## src/rtl/errint_pkg.sv

```systemverilog
package errint_pkg;

  // Strobes passed from the rate control to the datapath
  typedef struct packed {
    logic update;   // load error register and integrator this clock
  } errintStrobe_t;

  // Clamp an integer into [lo, hi]
  function automatic int satInt(input int v, input int lo, input int hi);
    if (v > hi) return hi;
    if (v < lo) return lo;
    return v;
  endfunction

endpackage

```

## src/rtl/errint_therm_enc.sv

```systemverilog
module errint_therm_enc #(
  parameter int THERM_W = 16,
  parameter int ERR_W   = 4
) (
  input  logic [THERM_W-1:0]      thermIn,
  output logic signed [ERR_W-1:0] errCode,
  output logic [ERR_W-1:0]        errMag
);
  localparam int CNT_W   = $clog2(THERM_W + 1);
  localparam int OFFSET  = THERM_W / 2;
  localparam int ERR_MAX = (1 << (ERR_W - 1)) - 1;
  localparam int ERR_MIN = -(1 << (ERR_W - 1));

  logic [CNT_W-1:0] onesCnt;
  int               diffVal;

  // Ones count: tolerant of bubbles anywhere in the snapshot
  always_comb begin
    onesCnt = '0;
    for (int i = 0; i < THERM_W; i++) begin
      onesCnt = onesCnt + CNT_W'(thermIn[i]);
    end
  end

  // Centre on the mid tap and clamp to the signed error range
  always_comb begin
    diffVal = errint_pkg::satInt(int'(onesCnt) - OFFSET, ERR_MIN, ERR_MAX);
    errCode = ERR_W'(diffVal);
    errMag  = (diffVal < 0) ? ERR_W'(-diffVal) : ERR_W'(diffVal);
  end

endmodule

```

## src/rtl/errint_datapath.sv

```systemverilog
module errint_datapath
  import errint_pkg::*;
#(
  parameter int THERM_W = 16,
  parameter int ERR_W   = 4,
  parameter int ACC_W   = 10,
  parameter int DUTY_W  = 8
) (
  input  logic                clk,
  input  logic                rstN,
  input  errintStrobe_t       strobe,
  input  logic [THERM_W-1:0]  thermIn,
  output logic [ERR_W-1:0]    errMag,
  output logic [ERR_W-1:0]    errOut,
  output logic [DUTY_W-1:0]   dutyWord
);
  localparam int EXT_W = ACC_W + 1 - ERR_W;
  localparam logic [ACC_W-1:0] ACC_TOP = {1'b0, {(ACC_W-1){1'b1}}};
  localparam logic [ACC_W-1:0] ACC_BOT = {1'b1, {(ACC_W-1){1'b0}}};

  logic signed [ERR_W-1:0] errCode;
  logic [ERR_W-1:0]        errReg;
  logic [ACC_W-1:0]        accReg;
  logic [ACC_W:0]          sumWide;
  logic [ACC_W-1:0]        accNext;
  logic                    ovf;

  errint_therm_enc #(
    .THERM_W (THERM_W),
    .ERR_W   (ERR_W)
  ) u_enc (
    .thermIn (thermIn),
    .errCode (errCode),
    .errMag  (errMag)
  );

  // One guard bit: sign disagreement between the top two bits flags overflow
  always_comb begin
    sumWide = {accReg[ACC_W-1], accReg} + {{EXT_W{errCode[ERR_W-1]}}, errCode};
    ovf     = sumWide[ACC_W] ^ sumWide[ACC_W-1];
    if (ovf) accNext = sumWide[ACC_W] ? ACC_BOT : ACC_TOP;
    else     accNext = sumWide[ACC_W-1:0];
  end

  always_ff @(posedge clk or negedge rstN) begin
    if (!rstN) begin
      errReg <= '0;
      accReg <= '0;
    end else if (strobe.update) begin
      errReg <= errCode;
      accReg <= accNext;
    end
  end

  // Duty word is the top slice of the integrator
  generate
    if (DUTY_W <= ACC_W) begin : g_slice
      assign dutyWord = accReg[ACC_W-1 -: DUTY_W];
    end else begin : g_pad
      assign dutyWord = {accReg, {(DUTY_W-ACC_W){1'b0}}};
    end
  endgenerate

  assign errOut = errReg;

endmodule

```

## src/rtl/errint_control.sv

```systemverilog
module errint_control
  import errint_pkg::*;
#(
  parameter int ERR_W    = 4,
  parameter int THR_W    = 3,
  parameter int SLOW_DIV = 4
) (
  input  logic             clk,
  input  logic             rstN,
  input  logic [ERR_W-1:0] errMag,
  input  logic [THR_W-1:0] ssThresh,
  output errintStrobe_t    strobe,
  output logic             slowMode,
  output logic             updateEn
);
  localparam int DIV_W = (SLOW_DIV > 2) ? $clog2(SLOW_DIV) : 1;
  localparam logic [DIV_W-1:0] DIV_LAST = DIV_W'(SLOW_DIV - 1);

  logic [DIV_W-1:0] divCnt;
  logic             slowReg;
  logic             quietErr;

  assign quietErr   = int'(errMag) < int'(ssThresh);
  assign updateEn   = !slowReg || (divCnt == '0);
  assign strobe.update = updateEn;
  assign slowMode   = slowReg;

  // Phase counter restarts at 1 after each update, so the next slow
  // update lands SLOW_DIV clocks later
  always_ff @(posedge clk or negedge rstN) begin
    if (!rstN) begin
      divCnt  <= '0;
      slowReg <= 1'b0;
    end else if (updateEn) begin
      divCnt  <= DIV_W'(1);
      slowReg <= quietErr;
    end else begin
      divCnt  <= (divCnt == DIV_LAST) ? '0 : divCnt + DIV_W'(1);
    end
  end

endmodule

```

## src/rtl/errint_top.sv

```systemverilog
module errint_top
  import errint_pkg::*;
#(
  parameter int THERM_W  = 16,
  parameter int ERR_W    = 4,
  parameter int ACC_W    = 10,
  parameter int DUTY_W   = 8,
  parameter int THR_W    = 3,
  parameter int SLOW_DIV = 4
) (
  input  logic               clk,
  input  logic               rstN,
  input  logic [THERM_W-1:0] thermIn,
  input  logic [THR_W-1:0]   ssThresh,
  output logic [ERR_W-1:0]   errOut,
  output logic [DUTY_W-1:0]  dutyWord,
  output logic               slowMode,
  output logic               updateEn
);
  errintStrobe_t    strobe;
  logic [ERR_W-1:0] errMag;

  errint_control #(
    .ERR_W    (ERR_W),
    .THR_W    (THR_W),
    .SLOW_DIV (SLOW_DIV)
  ) u_ctrl (
    .clk      (clk),
    .rstN     (rstN),
    .errMag   (errMag),
    .ssThresh (ssThresh),
    .strobe   (strobe),
    .slowMode (slowMode),
    .updateEn (updateEn)
  );

  errint_datapath #(
    .THERM_W (THERM_W),
    .ERR_W   (ERR_W),
    .ACC_W   (ACC_W),
    .DUTY_W  (DUTY_W)
  ) u_dp (
    .clk      (clk),
    .rstN     (rstN),
    .strobe   (strobe),
    .thermIn  (thermIn),
    .errMag   (errMag),
    .errOut   (errOut),
    .dutyWord (dutyWord)
  );

endmodule

```

## config.mk

```make
export PLATFORM = sky130hd
export DESIGN_NAME = errint_top
export DESIGN_NICKNAME = d
export VERILOG_FILES = /design/src/rtl/errint_pkg.sv /design/src/rtl/errint_therm_enc.sv /design/src/rtl/errint_datapath.sv /design/src/rtl/errint_control.sv /design/src/rtl/errint_top.sv
export SDC_FILE = /design/constraint.sdc
export NUM_CORES = 1
export LEC_CHECK = 0
export BUFFER_PORTS_ARGS = -buffer_cell sky130_fd_sc_hd__buf_2
export CAP_MARGIN = 10
export CORE_ASPECT_RATIO = 0.8
export CORE_MARGIN = 1.5
export CORE_UTILIZATION = 51
export CTS_BUF_LIST = sky130_fd_sc_hd__clkbuf_2 sky130_fd_sc_hd__clkbuf_4 sky130_fd_sc_hd__clkbuf_8
export CTS_CLUSTER_SIZE = 25
export DETAILED_ROUTE_END_ITERATION = 16
export PLACE_DENSITY = 0.74
export SETUP_SLACK_MARGIN = 0.4
export SLEW_MARGIN = 20
export SYNTH_ARGS = -nofsm -noshare
export SYNTH_HDL_FRONTEND = slang
export SYNTH_HIERARCHICAL = 1
export SYNTH_SLANG_ARGS = --single-unit
```

## constraint.sdc

```tcl
create_clock -name clk -period 3.6 [get_ports clk]
set_input_delay 0.36 -clock clk [delete_from_list [all_inputs] [get_ports clk]]
set_output_delay 0.36 -clock clk [all_outputs]
set_load 0.01 [all_outputs]
```

# After elaboration in Yosys (flattened, before gate mapping)
# Index checks and enable logic that the tools add are counted.
# classes
addsub	19
mux	12
reduce_logical	3
eq_ne	1
order_cmp	4
bitwise	1
# ops
operator	count
2-to-1 mux 32 bit	3
adder 5 x 1 -> 5 bit	11
less-than comparator 32 x 1 -> 1 bit, second input constant	1
2-to-1 mux 10 bit	2
adder 10 x 4 -> 11 bit	1
greater-than comparator 6 x 4 -> 1 bit, second input constant	1
less-than comparator 6 x 4 -> 1 bit, second input constant	1
subtractor 5 x 4 -> 6 bit, second input constant	1
adder 4 x 1 -> 5 bit	1
adder 3 x 1 -> 4 bit	1
less-than comparator 4 x 3 -> 1 bit	1
2-to-1 mux 2 bit	2
2-to-1 mux 4 bit	1
negator 4 bit	1
adder 2 x 1 -> 3 bit	1
2-to-1 mux 1 bit	3
2-to-1 mux 3 bit	1
adder 1 x 1 -> 2 bit	1
adder 2 x 1 -> 2 bit, second input constant	1
equality test 2 bit, second input constant	1
zero test 2 bit	1
zero test 1 bit	1
logical OR 1 bit	1
XOR 1 bit	1
# word_totals
word_cells	44
output_inout_bits	14
regBits	17

# Longest topological paths before layout
# depth
word_depth	24
ltp_mapped	22
depth_no_buf	21

# By module
# Netlist, hierarchy kept.
# by_module_without_submodules
mod	cells_per_inst	seq_area_each_um2	n_inst	area_per_inst_um2
errint_datapath	101	350.3	1	1064.8
errint_therm_enc	94	0.0	1	749.5
errint_control	20	75.1	1	209.0

# Worst setup path after synthesis
# Ideal clock, no wire load.
# synth_timing
path_type	input to register
startpoint	input thermIn[0]
endpoint	register u_dp.accReg[2]
cell_stages	22
t_required_ns	3.479
setup_ns	0.121
slack_ns	-1.814
t_arrival_ns	5.293
n_path_buf	1
path_cell_list	inv_1 -> fa_1 -> fa_1 -> fa_1 -> fa_1 -> inv_1 -> ha_1 -> inv_1 -> fa_1 -> buf_6 -> o21a_1 -> or2_1 -> o21ai_0 -> nand3_1 -> ha_1 -> fa_1 -> a21o_1 -> nor3_1 -> nand4_1 -> a21oi_4 -> nor2_1 -> o22a_1
# synth_between
elab_chain_cells	24
word_cells_on_any_way	29
cone_classes	17 x add/sub; 2 x order compare; 9 x mux; 1 x bitwise
# synth_lines
element	line_no	rtl
start, declared	errint_top.sv:13	input logic [THERM_W-1:0] thermIn,
adder 1 x 1 -> 2 bit (*)	errint_therm_enc.sv:21	onesCnt = onesCnt + CNT_W'(thermIn[i]);
adder 2 x 1 -> 3 bit (*)	errint_therm_enc.sv:21	
adder 3 x 1 -> 4 bit (*)	errint_therm_enc.sv:21	
adder 4 x 1 -> 5 bit (*)	errint_therm_enc.sv:21	
adder 5 x 1 -> 5 bit (*) (11 in series)	errint_therm_enc.sv:21	
subtractor 5 x 4 -> 6 bit (*)	errint_therm_enc.sv:27	diffVal = errint_pkg::satInt(int'(onesCnt) - OFFSET, ERR_MIN, ERR_MAX);
greater-than comparator 6 x 4 -> 1 bit or less-than comparator 6 x 4 -> 1 bit (tied branches)	errint_pkg.sv:10, errint_pkg.sv:11	
2-to-1 mux 3 bit or 2-to-1 mux 1 bit (tied branches)	errint_pkg.sv:10, errint_pkg.sv:11	
2-to-1 mux 32 bit or 2-to-1 mux 1 bit (tied branches)	errint_pkg.sv:11	if (v < lo) return lo;
2-to-1 mux 32 bit	errint_pkg.sv:12	return v;
2-to-1 mux 32 bit (*)	errint_pkg.sv:11	
net u_dp.errCode[0]	errint_datapath.sv:21	logic signed [ERR_W-1:0] errCode;
adder 10 x 4 -> 11 bit (*)	errint_datapath.sv:39	sumWide = {accReg[ACC_W-1], accReg} + {{EXT_W{errCode[ERR_W-1]}}, errCode};
2-to-1 mux 10 bit or XOR 1 bit (tied branches)	errint_datapath.sv:41, errint_datapath.sv:40	
2-to-1 mux 10 bit (*)	errint_datapath.sv:41	if (ovf) accNext = sumWide[ACC_W] ? ACC_BOT : ACC_TOP;
end signal, assigned	errint_datapath.sv:51	accReg <= accNext;
end, declared	errint_datapath.sv:23	logic [ACC_W-1:0] accReg;
# Mark *: on every way through the listed nets, which the timed path passes. The rest lies on a longest branch. The select of a mux whose other input is x is not followed.
# A chain may end at the register's enable or synchronous reset.

# Worst setup path after layout
# layout_timing
startpoint	input thermIn[11]
endpoint	register u_dp.accReg[6]
# layout_between
elab_chain_cells	14
word_cells_on_any_way	19
cone_classes	7 x add/sub; 2 x order compare; 9 x mux; 1 x bitwise
# layout_lines
element	line_no
adder 5 x 1 -> 5 bit (*) (5 in series)	errint_therm_enc.sv:21
subtractor 5 x 4 -> 6 bit (*)	errint_therm_enc.sv:27
greater-than comparator 6 x 4 -> 1 bit or less-than comparator 6 x 4 -> 1 bit (tied branches)	errint_pkg.sv:10, errint_pkg.sv:11
2-to-1 mux 3 bit or 2-to-1 mux 1 bit (tied branches)	errint_pkg.sv:10, errint_pkg.sv:11
2-to-1 mux 32 bit or 2-to-1 mux 1 bit (tied branches)	errint_pkg.sv:11
2-to-1 mux 32 bit	errint_pkg.sv:12
2-to-1 mux 32 bit (*)	errint_pkg.sv:11
adder 10 x 4 -> 11 bit (*)	errint_datapath.sv:39
2-to-1 mux 10 bit or XOR 1 bit (tied branches)	errint_datapath.sv:41, errint_datapath.sv:40
2-to-1 mux 10 bit (*)	errint_datapath.sv:41
# Mark *: on every way between the ends. The rest lies on a longest branch, timed or not. The select of a mux whose other input is x is not followed.

==> impl_results.md <==
- Ys async rst share: 100%
- Mapped Area: 0.00202 mm2
- Clk buf depth: 2
- CTS H-Tree Depth: 1
- Wirelength per Cell: 14.9 um
- Status: complete, but fails checks
- Final setup fails: 14
- Total gr overflow: 0
- I/O pins: 35
- # rows: 20
- Die width: 73.4 um
- Main synth FF type: dfrtp_1
- CP required: 3750 ps
- Synth Warn #: 6
- RSZ-0062 raised after global routing: true
- Startpoint type of the worst setup path: input port
- EDFF count, synth: 0
- Num CTS Buffers: 3
- Vias in the first global route: 1826
- ANT nets after route: 0
- Yosys reg bits: 17
- Fmax: 0.187 GHz
- I/O Buffers: 34
- Final core utilization: 76.0%
- Hpwl dp: 3.66 mm
- Initial Util: 53.2%
- Critical path origin: thermIn[11]
- Global-route wire length before repair: 8.05 mm
- Fill cell count: 269
- CP arrival: 5480 ps
- Via-to-Cell Ratio: 5.25
- Initial DRC count: 143
- Number of diodes: 0
- Fin nets: 353
- Clk_skew: 1.47 ps
- GRT Total Usage: 24.1%
- CTS root buf: clkbuf_8
- CTS tree: built
- Largest net degree at the start of global routing: 18
- Setup ws final: -1740 ps
- Worst Hold Class: in -> async
- Avg Synthesized Cell Area: 9.41 um2
- Clock Latency Late Sink: 260 ps
- CP Capture Type: register
- Area delta synth->final: 42.9%
- Clock transition at path regs: 70 ps
- Gpl congestion: 0.877
- Final Slew Violations: 0
- Reg-to-reg critical path startpoint: u_dp/accReg[0]$_DFFE_PN0P_
- Slew headroom: 55.5%
- Setup TNS: -20320 ps
- Die Span Y: 59.3 um
- Max Cap Viol: 0
- Setup Crit Path Kind: in -> reg
- Synth cell types: 58
- Share of layout cells above drive strength 1: 49.8%
- Period utilization: 148%
- Area of the multi-input gates: 0.00154 mm2
- Clock Sinks: 17
- Fin. Hold Viols: 0
- DR pass1 iterations: 4
- Sequential share of the synthesized area: 21.0%
- DRC Markers: 0
- Failing checks: setup timing
- Min Clock Period, post-route: 5340 ps
- Routed via count: 1859
- Sequential Area: 425 um2
- Core box area: 0.00380 mm2
- Post-Synthesis Cells: 215
- Syn_nets: 268
- Crit Path Max Fanout: 3
- Initial antenna violation count: 0
- WL final: 5.27 mm
- Die area: 0.00436 mm2
- Least-Margin Pin Slew: 667 ps
[layer usage]
layer  wire (um)  GRT usage [%]  part of all wire (%)
met1        2480           32.0                    47
met2        2470           40.4                    47
met3         241           5.95                   4.6
met4          72           4.76                   1.4
met5           0              0                     0
[timing repair]
action / 4_1_cts / 5_1_grt
endpoints found under the setup margin: 15 / 15
hold buffers: 0 / 0
pin swaps: 11 / 12
resized for setup: 14 / 22
buffers inserted: 9 / 3
[layout by cell type, fill, tap and decap left out, types with 5 or more instances in the layout]
master   count
nor2_1       9
buf_6       11
ha_1        14
inv_1       29
fa_1         9
dfrtp_1     17
o22a_1       8
ha_4         5
buf_4       53
a21oi_1      8
inv_2        5
buf_2       33
[critical path, cell delays in order]
cell     delay (ps)
buf_6            90
fa_1            540
inv_2            40
fa_1            480
fa_1            530
fa_1            420
inv_2            70
ha_4            120
inv_2            40
fa_2            400
o21a_1          210
or2_4           260
o21ai_4          80
nand3_4         120
ha_4            200
fa_2            390
a21o_1          220
nor3_2          170
nand4_1         160
a21oi_4         220
buf_6           130
nor2_1           40
o22a_1          160
[final timing paths]
check	end	slack [ps]	depth (start not counted)
worst min register to register	u_dp/errOut[2]$_DFFE_PN0P_	500	1
min in group clk	u_dp/errOut[2]$_DFFE_PN0P_	500	1
max in group asynchronous	u_dp/accReg[0]$_DFFE_PN0P_	3290	1
worst max-delay path	u_dp/accReg[6]$_DFFE_PN0P_	-1740	23
worst min-delay path	u_dp/errOut[3]$_DFFE_PN0P_	20	1
worst max register to register	u_dp/accReg[6]$_DFFE_PN0P_	1390	9
[per-stage QoR]
step / setup slack, ps / instance area [um2] / hold WS [ps] / cells
6_report: -1740 / 2890 / 22.6 / 354
4_1_cts: -1650 / 2760 / 39.8 / 351
2_1_floorplan: -1690 / 2100 / 64.4 / 215
5_1_grt: -1870 / 2890 / 52.7 / 354
3_5_place_dp: -1950 / 2590 / 322 / 338
3_3_place_gp: -1840 / 2590 / 309 / 338
[logic make-up (layout without fill, tap and decap cells)]
logic type	after synthesis	after routing	share of synthesized area [%]
compound gates	49	49	20.0
simple gates	54	54	15.9
mux	5	5	2.97
buf+inv	51	135	12.8
xor+xnor	6	6	2.60
fa+ha+maj	33	33	24.7
flops	17	17	21.0
[cells in the mapped netlist, types with 2 or more instances]
master     n  area share [%]
nand3_1    3            0.74
a21oi_2    2            0.87
xor2_1     3             1.3
dfrtp_1   17              21
mux2_1     4             2.2
a21o_1     4             1.5
or3b_1     2            0.87
a211o_1    2            0.87
o22a_1     8             3.5
or2_2      3            0.93
buf_4     12             4.5
nor2_1    11             2.0
clkbuf_1   2            0.37
o21ai_1    2            0.49
nand2_1    4            0.74
nor2b_1    4             1.2
xnor2_1    3             1.3
o21ai_0    3            0.74
or3_1      2            0.62
and2_1     2            0.62
a21oi_1   11             2.7
fa_1      12              12
nor3_1     6             1.5
buf_6      3             1.7
nand2b_1   3            0.93
and3_1     3            0.93
ha_1      20              12
inv_1     34             6.3
[flip-flops by register name (all words and copies together), names as in the netlist]
| signal | count |
|---|---|
| u_dp/accReg | 10 |
| u_dp/errOut | 4 |
| u_ctrl/divCnt | 2 |
| u_ctrl/slowMode | 1 |
[final cells by class]
class / count / share of cell area [%]
well taps: 55 / 2.38
repair buffers: 97 / 23.8
multi-input cells: 147 / 53.1
flip-flops and latches: 17 / 14.7
inverters: 34 / 4.42
clock inverters: 1 / 0.173
clock buffers: 3 / 1.43
Power is not shown: default switching activity piles up to over one toggle a cycle in this logic, so the estimate is an artifact.
